**src/rtl/mw_eeprom_pkg.sv**
```systemverilog
package mw_eeprom_pkg;

    typedef enum logic [2:0] {
        ST_IDLE,
        ST_START,
        ST_CMD,
        ST_READ,
        ST_WDATA,
        ST_PROG
    } mw_state_e;

    typedef enum logic [2:0] {
        AOP_NONE,
        AOP_WRITE,
        AOP_ERASE,
        AOP_WALL,
        AOP_EALL
    } mw_arr_op_e;

    localparam logic [1:0] OPC_EXT   = 2'b00;
    localparam logic [1:0] OPC_WRITE = 2'b01;
    localparam logic [1:0] OPC_READ  = 2'b10;
    localparam logic [1:0] OPC_ERASE = 2'b11;

    localparam logic [1:0] SUB_LOCK   = 2'b00;
    localparam logic [1:0] SUB_WALL   = 2'b01;
    localparam logic [1:0] SUB_EALL   = 2'b10;
    localparam logic [1:0] SUB_UNLOCK = 2'b11;

endpackage

```
**src/rtl/mw_eeprom_sync.sv**
```systemverilog
module mw_eeprom_sync #(
    parameter int NSIG = 3
) (
    input  logic            clk,
    input  logic            rst_n,
    input  logic [NSIG-1:0] pin_i,
    output logic [NSIG-1:0] lvl_o,
    output logic [NSIG-1:0] rise_o,
    output logic [NSIG-1:0] fall_o
);
    logic [NSIG-1:0] meta_q;
    logic [NSIG-1:0] sync_q;
    logic [NSIG-1:0] prev_q;

    always_ff @(posedge clk) begin
        if (!rst_n) begin
            meta_q <= '0;
            sync_q <= '0;
            prev_q <= '0;
        end else begin
            meta_q <= pin_i;
            sync_q <= meta_q;
            prev_q <= sync_q;
        end
    end

    for (genvar g = 0; g < NSIG; g++) begin : g_edge
        assign rise_o[g] = sync_q[g] & ~prev_q[g];
        assign fall_o[g] = ~sync_q[g] & prev_q[g];
    end

    assign lvl_o = sync_q;

endmodule

```
**src/rtl/mw_eeprom_busy.sv**
```systemverilog
module mw_eeprom_busy #(
    parameter int CW = 14
) (
    input  logic          clk,
    input  logic          rst_n,
    input  logic          start_i,
    input  logic [CW-1:0] dur_i,
    output logic          busy_o
);
    logic [CW-1:0] left_q;

    always_ff @(posedge clk) begin
        if (!rst_n) begin
            left_q <= '0;
        end else if (start_i) begin
            left_q <= dur_i;
        end else if (left_q != '0) begin
            left_q <= left_q - 1'b1;
        end
    end

    assign busy_o = (left_q != '0);

    p_busy_drains_r7: assert property (@(posedge clk) disable iff (!rst_n)
        (busy_o && !start_i) |=> (left_q == $past(left_q) - 1'b1));

endmodule

```
**src/rtl/mw_eeprom_array.sv**
```systemverilog
module mw_eeprom_array
    import mw_eeprom_pkg::*;
#(
    parameter int ADDR_W = 6,
    parameter int DATA_W = 16
) (
    input  logic              clk,
    input  logic              rst_n,
    input  logic              pre_we_i,
    input  logic [ADDR_W-1:0] pre_addr_i,
    input  logic [DATA_W-1:0] pre_data_i,
    input  mw_arr_op_e        op_i,
    input  logic [ADDR_W-1:0] op_addr_i,
    input  logic [DATA_W-1:0] op_data_i,
    input  logic [ADDR_W-1:0] fetch_addr_i,
    output logic [DATA_W-1:0] fetch_data_o,
    input  logic [ADDR_W-1:0] peek_addr_i,
    output logic [DATA_W-1:0] peek_data_o
);
    localparam int WORDS = 1 << ADDR_W;

    logic [DATA_W-1:0] mem [WORDS];

    always_ff @(posedge clk) begin
        for (int w = 0; w < WORDS; w++) begin
            if (!rst_n) begin
                if (pre_we_i && pre_addr_i == ADDR_W'(w)) mem[w] <= pre_data_i;
            end else begin
                unique case (op_i)
                    AOP_WRITE: if (op_addr_i == ADDR_W'(w)) mem[w] <= op_data_i;
                    AOP_ERASE: if (op_addr_i == ADDR_W'(w)) mem[w] <= '1;
                    AOP_WALL:  mem[w] <= mem[w] & op_data_i;
                    AOP_EALL:  mem[w] <= '1;
                    default:   ;
                endcase
            end
        end
    end

    assign fetch_data_o = mem[fetch_addr_i];
    assign peek_data_o  = mem[peek_addr_i];

    p_hold_without_op_r11: assert property (@(posedge clk) disable iff (!rst_n)
        (op_i == AOP_NONE) |=> $stable(mem[0]));

endmodule

```
**src/rtl/mw_eeprom.sv**
```systemverilog
module mw_eeprom
    import mw_eeprom_pkg::*;
#(
    parameter int ADDR_W  = 6,
    parameter int DATA_W  = 16,
    parameter int T_WRITE = 1750,
    parameter int T_ERASE = 1000,
    parameter int T_ALL   = 8000
) (
    input  logic              clk,
    input  logic              rst_n,
    input  logic              cs_i,
    input  logic              sk_i,
    input  logic              di_i,
    output logic              do_o,
    input  logic              pre_we_i,
    input  logic [ADDR_W-1:0] pre_addr_i,
    input  logic [DATA_W-1:0] pre_data_i,
    input  logic [ADDR_W-1:0] peek_addr_i,
    output logic [DATA_W-1:0] peek_data_o
);
    localparam int CMD_BITS = 2 + ADDR_W;
    localparam int CNT_MAX  = (CMD_BITS > DATA_W) ? CMD_BITS : DATA_W;
    localparam int CNT_W    = $clog2(CNT_MAX) + 1;
    localparam int T_MAX0   = (T_WRITE > T_ERASE) ? T_WRITE : T_ERASE;
    localparam int T_MAX    = (T_MAX0 > T_ALL) ? T_MAX0 : T_ALL;
    localparam int BCW      = $clog2(T_MAX + 1);

    // Synchronized pins: bit 2 = CS, bit 1 = SK, bit 0 = DI
    logic [2:0] lvl, rise, fall;
    logic cs_rise, cs_fall, sk_rise, di_s;

    mw_eeprom_sync #(.NSIG(3)) u_sync (
        .clk    (clk),
        .rst_n  (rst_n),
        .pin_i  ({cs_i, sk_i, di_i}),
        .lvl_o  (lvl),
        .rise_o (rise),
        .fall_o (fall)
    );

    assign cs_rise = rise[2];
    assign cs_fall = fall[2];
    assign sk_rise = rise[1];
    assign di_s    = lvl[0];

    mw_state_e state, nxt;

    logic [CNT_W-1:0]    cnt_q;
    logic [CMD_BITS-1:0] cmd_q;
    logic [ADDR_W-1:0]   addr_q;
    logic [DATA_W-1:0]   wsh_q;
    logic [DATA_W-1:0]   rsh_q;
    logic                rd_first_q;
    logic                is_wall_q;
    logic                locked_q;

    logic [CMD_BITS-1:0] cmd_next;
    logic [1:0]          opc;
    logic [ADDR_W-1:0]   cmd_addr;
    logic [1:0]          sub;
    logic [DATA_W-1:0]   wnext;

    assign cmd_next = {cmd_q[CMD_BITS-2:0], di_s};
    assign opc      = cmd_next[CMD_BITS-1:ADDR_W];
    assign cmd_addr = cmd_next[ADDR_W-1:0];
    assign sub      = cmd_addr[ADDR_W-1:ADDR_W-2];
    assign wnext    = {wsh_q[DATA_W-2:0], di_s};

    logic              cmd_done, wdat_done;
    logic              lock_set, lock_clr;
    logic              busy, busy_start;
    logic [BCW-1:0]    busy_dur;
    mw_arr_op_e        arr_op;
    logic [ADDR_W-1:0] arr_addr;
    logic [DATA_W-1:0] arr_data;
    logic [DATA_W-1:0] fetch_data;

    assign cmd_done  = (state == ST_CMD) && sk_rise && (cnt_q == CNT_W'(CMD_BITS - 1));
    assign wdat_done = (state == ST_WDATA) && sk_rise && (cnt_q == CNT_W'(DATA_W - 1));

    // Next-state and command control
    always_comb begin
        nxt        = state;
        lock_set   = 1'b0;
        lock_clr   = 1'b0;
        busy_start = 1'b0;
        busy_dur   = '0;
        arr_op     = AOP_NONE;
        arr_addr   = addr_q;
        arr_data   = wnext;
        if (cs_fall) begin
            nxt = ST_IDLE;
        end else begin
            unique case (state)
                ST_IDLE: begin
                    if (cs_rise) nxt = ST_START;
                end
                ST_START: begin
                    if (sk_rise && di_s && !busy) nxt = ST_CMD;
                end
                ST_CMD: begin
                    if (cmd_done) begin
                        unique case (opc)
                            OPC_READ:  nxt = ST_READ;
                            OPC_WRITE: nxt = ST_WDATA;
                            OPC_ERASE: begin
                                if (locked_q) begin
                                    nxt = ST_IDLE;
                                end else begin
                                    nxt        = ST_PROG;
                                    arr_op     = AOP_ERASE;
                                    arr_addr   = cmd_addr;
                                    busy_start = 1'b1;
                                    busy_dur   = BCW'(T_ERASE);
                                end
                            end
                            default: begin
                                unique case (sub)
                                    SUB_LOCK: begin
                                        lock_set = 1'b1;
                                        nxt      = ST_IDLE;
                                    end
                                    SUB_UNLOCK: begin
                                        lock_clr = 1'b1;
                                        nxt      = ST_IDLE;
                                    end
                                    SUB_WALL: nxt = ST_WDATA;
                                    default: begin
                                        if (locked_q) begin
                                            nxt = ST_IDLE;
                                        end else begin
                                            nxt        = ST_PROG;
                                            arr_op     = AOP_EALL;
                                            busy_start = 1'b1;
                                            busy_dur   = BCW'(T_ALL);
                                        end
                                    end
                                endcase
                            end
                        endcase
                    end
                end
                ST_WDATA: begin
                    if (wdat_done) begin
                        if (locked_q) begin
                            nxt = ST_IDLE;
                        end else begin
                            nxt        = ST_PROG;
                            busy_start = 1'b1;
                            arr_op     = is_wall_q ? AOP_WALL : AOP_WRITE;
                            busy_dur   = is_wall_q ? BCW'(T_ALL) : BCW'(T_WRITE);
                        end
                    end
                end
                ST_READ, ST_PROG: ;
                default: nxt = ST_IDLE;
            endcase
        end
    end

    // State register
    always_ff @(posedge clk) begin
        if (!rst_n) state <= ST_IDLE;
        else        state <= nxt;
    end

    // Shift registers, counters and lock flag
    always_ff @(posedge clk) begin
        if (!rst_n) begin
            cnt_q      <= '0;
            cmd_q      <= '0;
            addr_q     <= '0;
            wsh_q      <= '0;
            rsh_q      <= '0;
            rd_first_q <= 1'b0;
            is_wall_q  <= 1'b0;
            locked_q   <= 1'b1;
        end else begin
            if (lock_set) locked_q <= 1'b1;
            if (lock_clr) locked_q <= 1'b0;
            if (state == ST_START && nxt == ST_CMD) begin
                cnt_q <= '0;
                cmd_q <= '0;
            end
            if (state == ST_CMD && sk_rise) begin
                cmd_q <= cmd_next;
                cnt_q <= cnt_q + 1'b1;
                if (cmd_done) begin
                    cnt_q      <= '0;
                    addr_q     <= cmd_addr;
                    wsh_q      <= '0;
                    rsh_q      <= '0;
                    rd_first_q <= 1'b1;
                    is_wall_q  <= (opc == OPC_EXT);
                end
            end
            if (state == ST_WDATA && sk_rise) begin
                wsh_q <= wnext;
                cnt_q <= cnt_q + 1'b1;
            end
            if (state == ST_READ && sk_rise) begin
                rd_first_q <= 1'b0;
                if (rd_first_q) rsh_q <= fetch_data;
                else            rsh_q <= {rsh_q[DATA_W-2:0], 1'b1};
            end
        end
    end

    // Output process
    always_comb begin
        unique case (state)
            ST_START: do_o = ~busy;
            ST_READ:  do_o = rsh_q[DATA_W-1];
            default:  do_o = 1'b1;
        endcase
    end

    mw_eeprom_busy #(.CW(BCW)) u_busy (
        .clk     (clk),
        .rst_n   (rst_n),
        .start_i (busy_start),
        .dur_i   (busy_dur),
        .busy_o  (busy)
    );

    mw_eeprom_array #(.ADDR_W(ADDR_W), .DATA_W(DATA_W)) u_array (
        .clk          (clk),
        .rst_n        (rst_n),
        .pre_we_i     (pre_we_i),
        .pre_addr_i   (pre_addr_i),
        .pre_data_i   (pre_data_i),
        .op_i         (arr_op),
        .op_addr_i    (arr_addr),
        .op_data_i    (arr_data),
        .fetch_addr_i (addr_q),
        .fetch_data_o (fetch_data),
        .peek_addr_i  (peek_addr_i),
        .peek_data_o  (peek_data_o)
    );

    p_cs_fall_idle_r2: assert property (@(posedge clk) disable iff (!rst_n)
        cs_fall |=> (state == ST_IDLE));

    p_start_needs_ready_r3: assert property (@(posedge clk) disable iff (!rst_n)
        (state == ST_CMD && $past(state) == ST_START) |-> $past(!busy && di_s));

    p_locked_no_prog_r5: assert property (@(posedge clk) disable iff (!rst_n)
        $rose(busy) |-> $past(!locked_q));

    p_busy_in_prog_r7: assert property (@(posedge clk) disable iff (!rst_n)
        $rose(busy) |-> (state == ST_PROG));

    p_read_dummy_r6: assert property (@(posedge clk) disable iff (!rst_n)
        (state == ST_READ && $past(state) != ST_READ) |-> !do_o);

endmodule

```
**config.mk**
```make
export PLATFORM = sky130hd
export DESIGN_NAME = mw_eeprom
export DESIGN_NICKNAME = d
export VERILOG_FILES = /design/src/rtl/mw_eeprom_pkg.sv /design/src/rtl/mw_eeprom_sync.sv /design/src/rtl/mw_eeprom_busy.sv /design/src/rtl/mw_eeprom_array.sv /design/src/rtl/mw_eeprom.sv
export SDC_FILE = /design/constraint.sdc
export NUM_CORES = 2
export LEC_CHECK = 0
export CORE_MARGIN = 3
export CORE_UTILIZATION = 25
export CTS_CLUSTER_SIZE = 14
export DETAILED_ROUTE_END_ITERATION = 8
export DONT_BUFFER_PORTS = 1
export HOLD_SLACK_MARGIN = 0.1
export SLEW_MARGIN = 10
export SYNTH_ARGS = -nofsm -noshare
export SYNTH_HDL_FRONTEND = slang
export SYNTH_HIERARCHICAL = 1
export SYNTH_SLANG_ARGS = --single-unit
export TNS_END_PERCENT = 100
```
**constraint.sdc**
```tcl
create_clock -name clk -period 3.84 [get_ports clk]
set_input_delay 0.192 -clock clk [delete_from_list [all_inputs] [get_ports clk]]
set_output_delay 0.192 -clock clk [all_outputs]
set_load 0.01 [all_outputs]
```
# Word level (Yosys, flattened, before mapping)
# Memories as Yosys holds them, arrays and structs flattened. A register that Yosys moved wholly into a read port is not among the register bits.
# Cells that the tools add are included.
totals:
  register_bits: 77
  latch_bits: 0
  mem_bits_rw: 1024
  rom_bits: 0
  out_inout_bits: 17
  elab_cells: 1554
  memories: 1
classes:
  n_addsub: 2
  multipliers: 0
  div_mod_pow: 0
  magnitude_cmp: 0
  eq_ne: 143
  n_shift: 0
  muxes: 971
  n_bitwise: 328
  reduce_logical: 96
memory_table:
  columns: ["name", "words", "width", "rd", "rd_clocked_by_memory_dff", "write_ports", "line_no", "source"]
  rows:
  - ["u_array.mem", 64, 16, 66, 1, 64, "mw_eeprom_array.sv:22", "logic [DATA_W-1:0] mem [WORDS];"]
op_table:
  columns: ["op", "count"]
  rows:
  - ["$mux W16", 260]
  - ["$and A16 B16 Y16", 64]
  - ["$mux W1", 663]
  - ["$eq A6 B6 Y1 const B", 64]
  - ["$or A1 B1 Y1", 256]
  - ["$eq A6 B5 Y1 const B", 32]
  - ["$mux W13", 9]
  - ["$eq A6 B4 Y1 const B", 16]
  - ["$logic_and A1 B1 Y1", 72]
  - ["$pmux W13 S2", 2]
  - ["$eq A6 B3 Y1 const B", 8]
  - ["$mux W6", 7]
  - ["$mux W3", 10]
  - ["$eq A6 B2 Y1 const B", 4]
  - ["$mux W5", 4]
  - ["$pmux W3 S2", 3]
  - ["$eq A3 B2 Y1 const B", 5]
  - ["$mux W15", 1]
  - ["$pmux W3 S5", 1]
  - ["$mux W7", 2]
  - ["$reduce_bool A2 Y1", 7]
  - ["$reduce_bool A13 Y1", 1]
  - ["$sub A13 B1 Y13 const B", 1]
  - ["$eq A6 B1 Y1 const B", 2]
  - ["21 further kinds", 46]

# Logic depth before layout (Yosys ltp)
logic_depth:
  word_depth: 16
  mapped_depth: 16
  depth_no_buf: 12

# Hierarchy
# The synthesis kept the hierarchy.
by_module_without_submodules:
  columns: ["module", "n_inst", "cells_each", "area_each_um2", "seq_area_each_um2"]
  rows:
  - ["mw_eeprom_array", 1, 6229, 66804.1, 30749.5]
  - ["mw_eeprom", 1, 302, 2686.3, 1101.1]
  - ["mw_eeprom_busy", 1, 88, 725.7, 260.2]
  - ["mw_eeprom_sync", 1, 24, 274.0, 180.2]

# Least setup slack after synthesis
# No wires, ideal clock.
synth_path:
  kind: "register to register"
  start: "reg u_sync.sync_q[1], in the netlist u_sync/lvl_o[1]"
  end: "mem u_array.mem[16][0] (enable)"
  setup_ps: 397
  arrival_time_ps: 3391
  setup_slack_ps: 51
  stages_incl_launch_ff: 12
  path_buffers: 4
  synth_period_minus_slack_ps: 3789
  cell_sequence: "dfxtp_1 > nor2b_1 > and4bb_1 > and2_1 > buf_4 > nand3_4 > mux2_4 > or3_1 > clkbuf_1 > buf_2 > clkbuf_1 > o221ai_1"
synth_lines:
  columns: ["element", "line_no", "source"]
  rows:
  - ["start, declared", "mw_eeprom_sync.sv:12", "logic [NSIG-1:0] sync_q;"]
  - ["start signal, assigned", "mw_eeprom_sync.sv:22", "sync_q <= meta_q;"]
  - ["end, declared", "mw_eeprom_array.sv:22", null]

==> impl_metrics.yaml <==
floorplan:
  design.portCount: 51
  fp.coreArea_um2: 280000
  rows: 194
  die_y_um: 537
  fp.dieW_um: 537
  initial_util_pct: 25.2
  full_die_area_um2: 288000
final_layout:
  final_common_cell: "nor2_1"
  nFillCells: 28500
  finalNetCount: 6448
  final_layout_size_suffix_gt1_share_pct: 20.1
  areaGrowthSynthToFinish_pct: 14.9
  finalCoreUtilization_pct: 28.9
  fin_area_um2: 80900
  layout_common_cells: "nor2_1, o22ai_1, edfxtp_1"
worst_hold_path:
  worst_hold_path.endpoint: "u_array/mem[33][9]"
  worst_hold_path.num_cells: 4
  start_point_of_the_worst_hold_path: "pre_data_i[9]"
  hold_class: "input port to flop"
synth:
  synth.cell_area_um2: 70400
  number_of_warnings_printed_during_yosys_synthesis: 6
  syn_nets: 6676
  postSynthAreaPerCell_um2: 10.6
  netlist_instances: 6638
clock_tree:
  cts_inserted_buffers: 132
  cts_setup_buffers: 0
  cts.sinks: 1100
  cts_htree_levels: 4
  clk_pin_slew_worst_paths_ps: 70
  clockBufferDepth: 3
  clock_latency_ps: 820
  tritoncts: "done"
  clockRootBuffer: "clkbuf_16"
drt:
  viasPerCell: 6.30
  detailedRoute.firstPassIterationCount: 7
  antenna_violating_nets_post_route: 0
  drt-initial-drc-count: 12600
  drc_errors: 0
  route.detailed.wl_per_inst_um: 31.3
  num_vias: 64600
  routed_wirelength_um: 321000
power:
  internal-power_mw: 21.0
  pwr-share-seq_pct: 47.7
  pwr-share-clk_pct: 44.6
  power-per-cell-area_nw_per_um2: 343
  leakagePower_nw: 27.0
  ir_drop_mv: 0.319
  switching_power_mw: 6.83
  totalPowerFinal_mw: 27.8
  power.share.switching_pct: 24.6
  combPwrFrac_pct: 7.7
placement:
  detail_placement_hpwl_um: 201000
  port_buffers: 0
  routabilityCongestion: 1.02
  post_dp_cell_area_um2: 76200
timing:
  drv_slew: 0
  setup_viol: 0
  max-slew-margin-rel_pct: 6.06
  fmaxAchievable_mhz: 264
  rsz0062_at_grt: "yes"
  hold_viol_final: 0
  timing_worst_slew_pin_value_ps: 1390
  finalCriticalPeriod_ps: 3780
  period_share_pct: 98.6
  finalClockSkew_ps: 49.1
global_route:
  vias_in_the_first_global_route: 59600
  grtUsageTotal_pct: 21.4
  global_route.overflow_total: 0
  grt_antenna_before_repair: 30
  global_route_wire_length_before_repair_um: 455000
  grt_max_degree: 217
critical_path:
  flop_to_flop_setup_slack_ps: 60
  worstRegToRegCells: 12
  r2r-end: "u_array/mem[18][2]"
  worst_r2r_startpoint: "cnt_q[0]"
  critPathCaptureType: "flop"
  crit_path_max_fanout: 16
  arrival_ps: 4270
  setup.worst_path.start_class: "flop"
  timing.critical_path.required_ps: 4330
  timing_worst_setup_path_type: "flop to flop"
flow_run:
  max_cap_viol_count: 0
status:
  run_status: "complete, no violations"
-- critical path: stages, from the launching register on --
cell,delay (ps)
dfxtp_1,380
ha_1,240
and4bb_2,310
and2_1,230
nand3_4,220
mux2_4,470
nand2b_1,260
nor3_2,570
buf_4,240
a21oi_1,70
buf_4,250
nor2_1,110
o21ai_0,100
-- metal layers --
layer | track usage (%) | routed length (um) | up-vias | part of all wire (%)
li1 | - | - | 25700 | -
met3 | 6.50 | 46700 | 1011 | 15
met4 | 12.2 | 23100 | 12 | 7.2
met2 | 32.1 | 140000 | 6002 | 43
met5 | 0 | 80 | - | 0.025
met1 | 27.2 | 112000 | 31800 | 35
-- per-stage QoR --
step / TNS [ps] / cells / hold slack, ps / setup WS, ps
floorplan: 0 / 6638 / 314 / 74.7
global placement: -3080 / 9960 / 325 / -117
detailed placement: -3560 / 9960 / 324 / -142
CTS: 0 / 10200 / 103 / 14.5
global route: -369 / 10200 / 116 / -43.3
finish: 0 / 10300 / 101 / 55.1
-- area by class of cell --
type,count,area [um^2],share of cell area (%)
clock inverter,67,561,0.693
inverter,14,52.6,0.0649
timing repair buffer,457,4570,5.65
clock buffer,169,3530,4.36
sequential,1100,32300,40.0
antenna,18,45.0,0.0557
tap,3724,4660,5.76
multi-input combinational,4705,35200,43.5
-- state kept, by name, indices dropped and copies added, names as in the netlist, 5 cells and up --
signal and count:
cmd_q 7, rsh_q 16, u_busy/left_q 13, u_array/mem 1024, addr_q 6, cnt_q 5, wsh_q 15
-- power by group through the flow --
| stage | Combinational, mW | Clock [mW] | Sequential [mW] |
|---|---|---|---|
| 4_1_cts | 2.05 | 12.5 | 13.2 |
| 3_3_place_gp | 1.90 | 0 | 13.5 |
| 2_1_floorplan | 1.47 | 0 | 13.5 |
| 6_report | 2.14 | 12.4 | 13.2 |
| 3_5_place_dp | 1.97 | 0 | 13.5 |
| 5_1_grt | 2.26 | 12.9 | 13.3 |
-- worst max-delay path by stage --
stage	start	endpoint	slack [ps]	cells past startpoint
2_1_floorplan	u_sync/lvl_o[1]	u_array/mem[16][0]	70	11
3_3_place_gp	u_sync/lvl_o[1]	u_array/mem[18][4]	-120	12
3_5_place_dp	u_sync/lvl_o[1]	u_array/mem[18][2]	-140	12
4_1_cts	u_sync/lvl_o[1]	u_array/mem[26][10]	10	11
5_1_grt	cnt_q[0]	u_array/mem[18][8]	-40	12
6_report	cnt_q[0]	u_array/mem[18][2]	60	12
-- timing repair --
action	in CTS	in global routing
gates resized for setup	4	21
endpoints found under the setup margin	36	848
hold buffers	40	0
hold endpoints to repair	499	0
(Power assumes the default switching activity.)
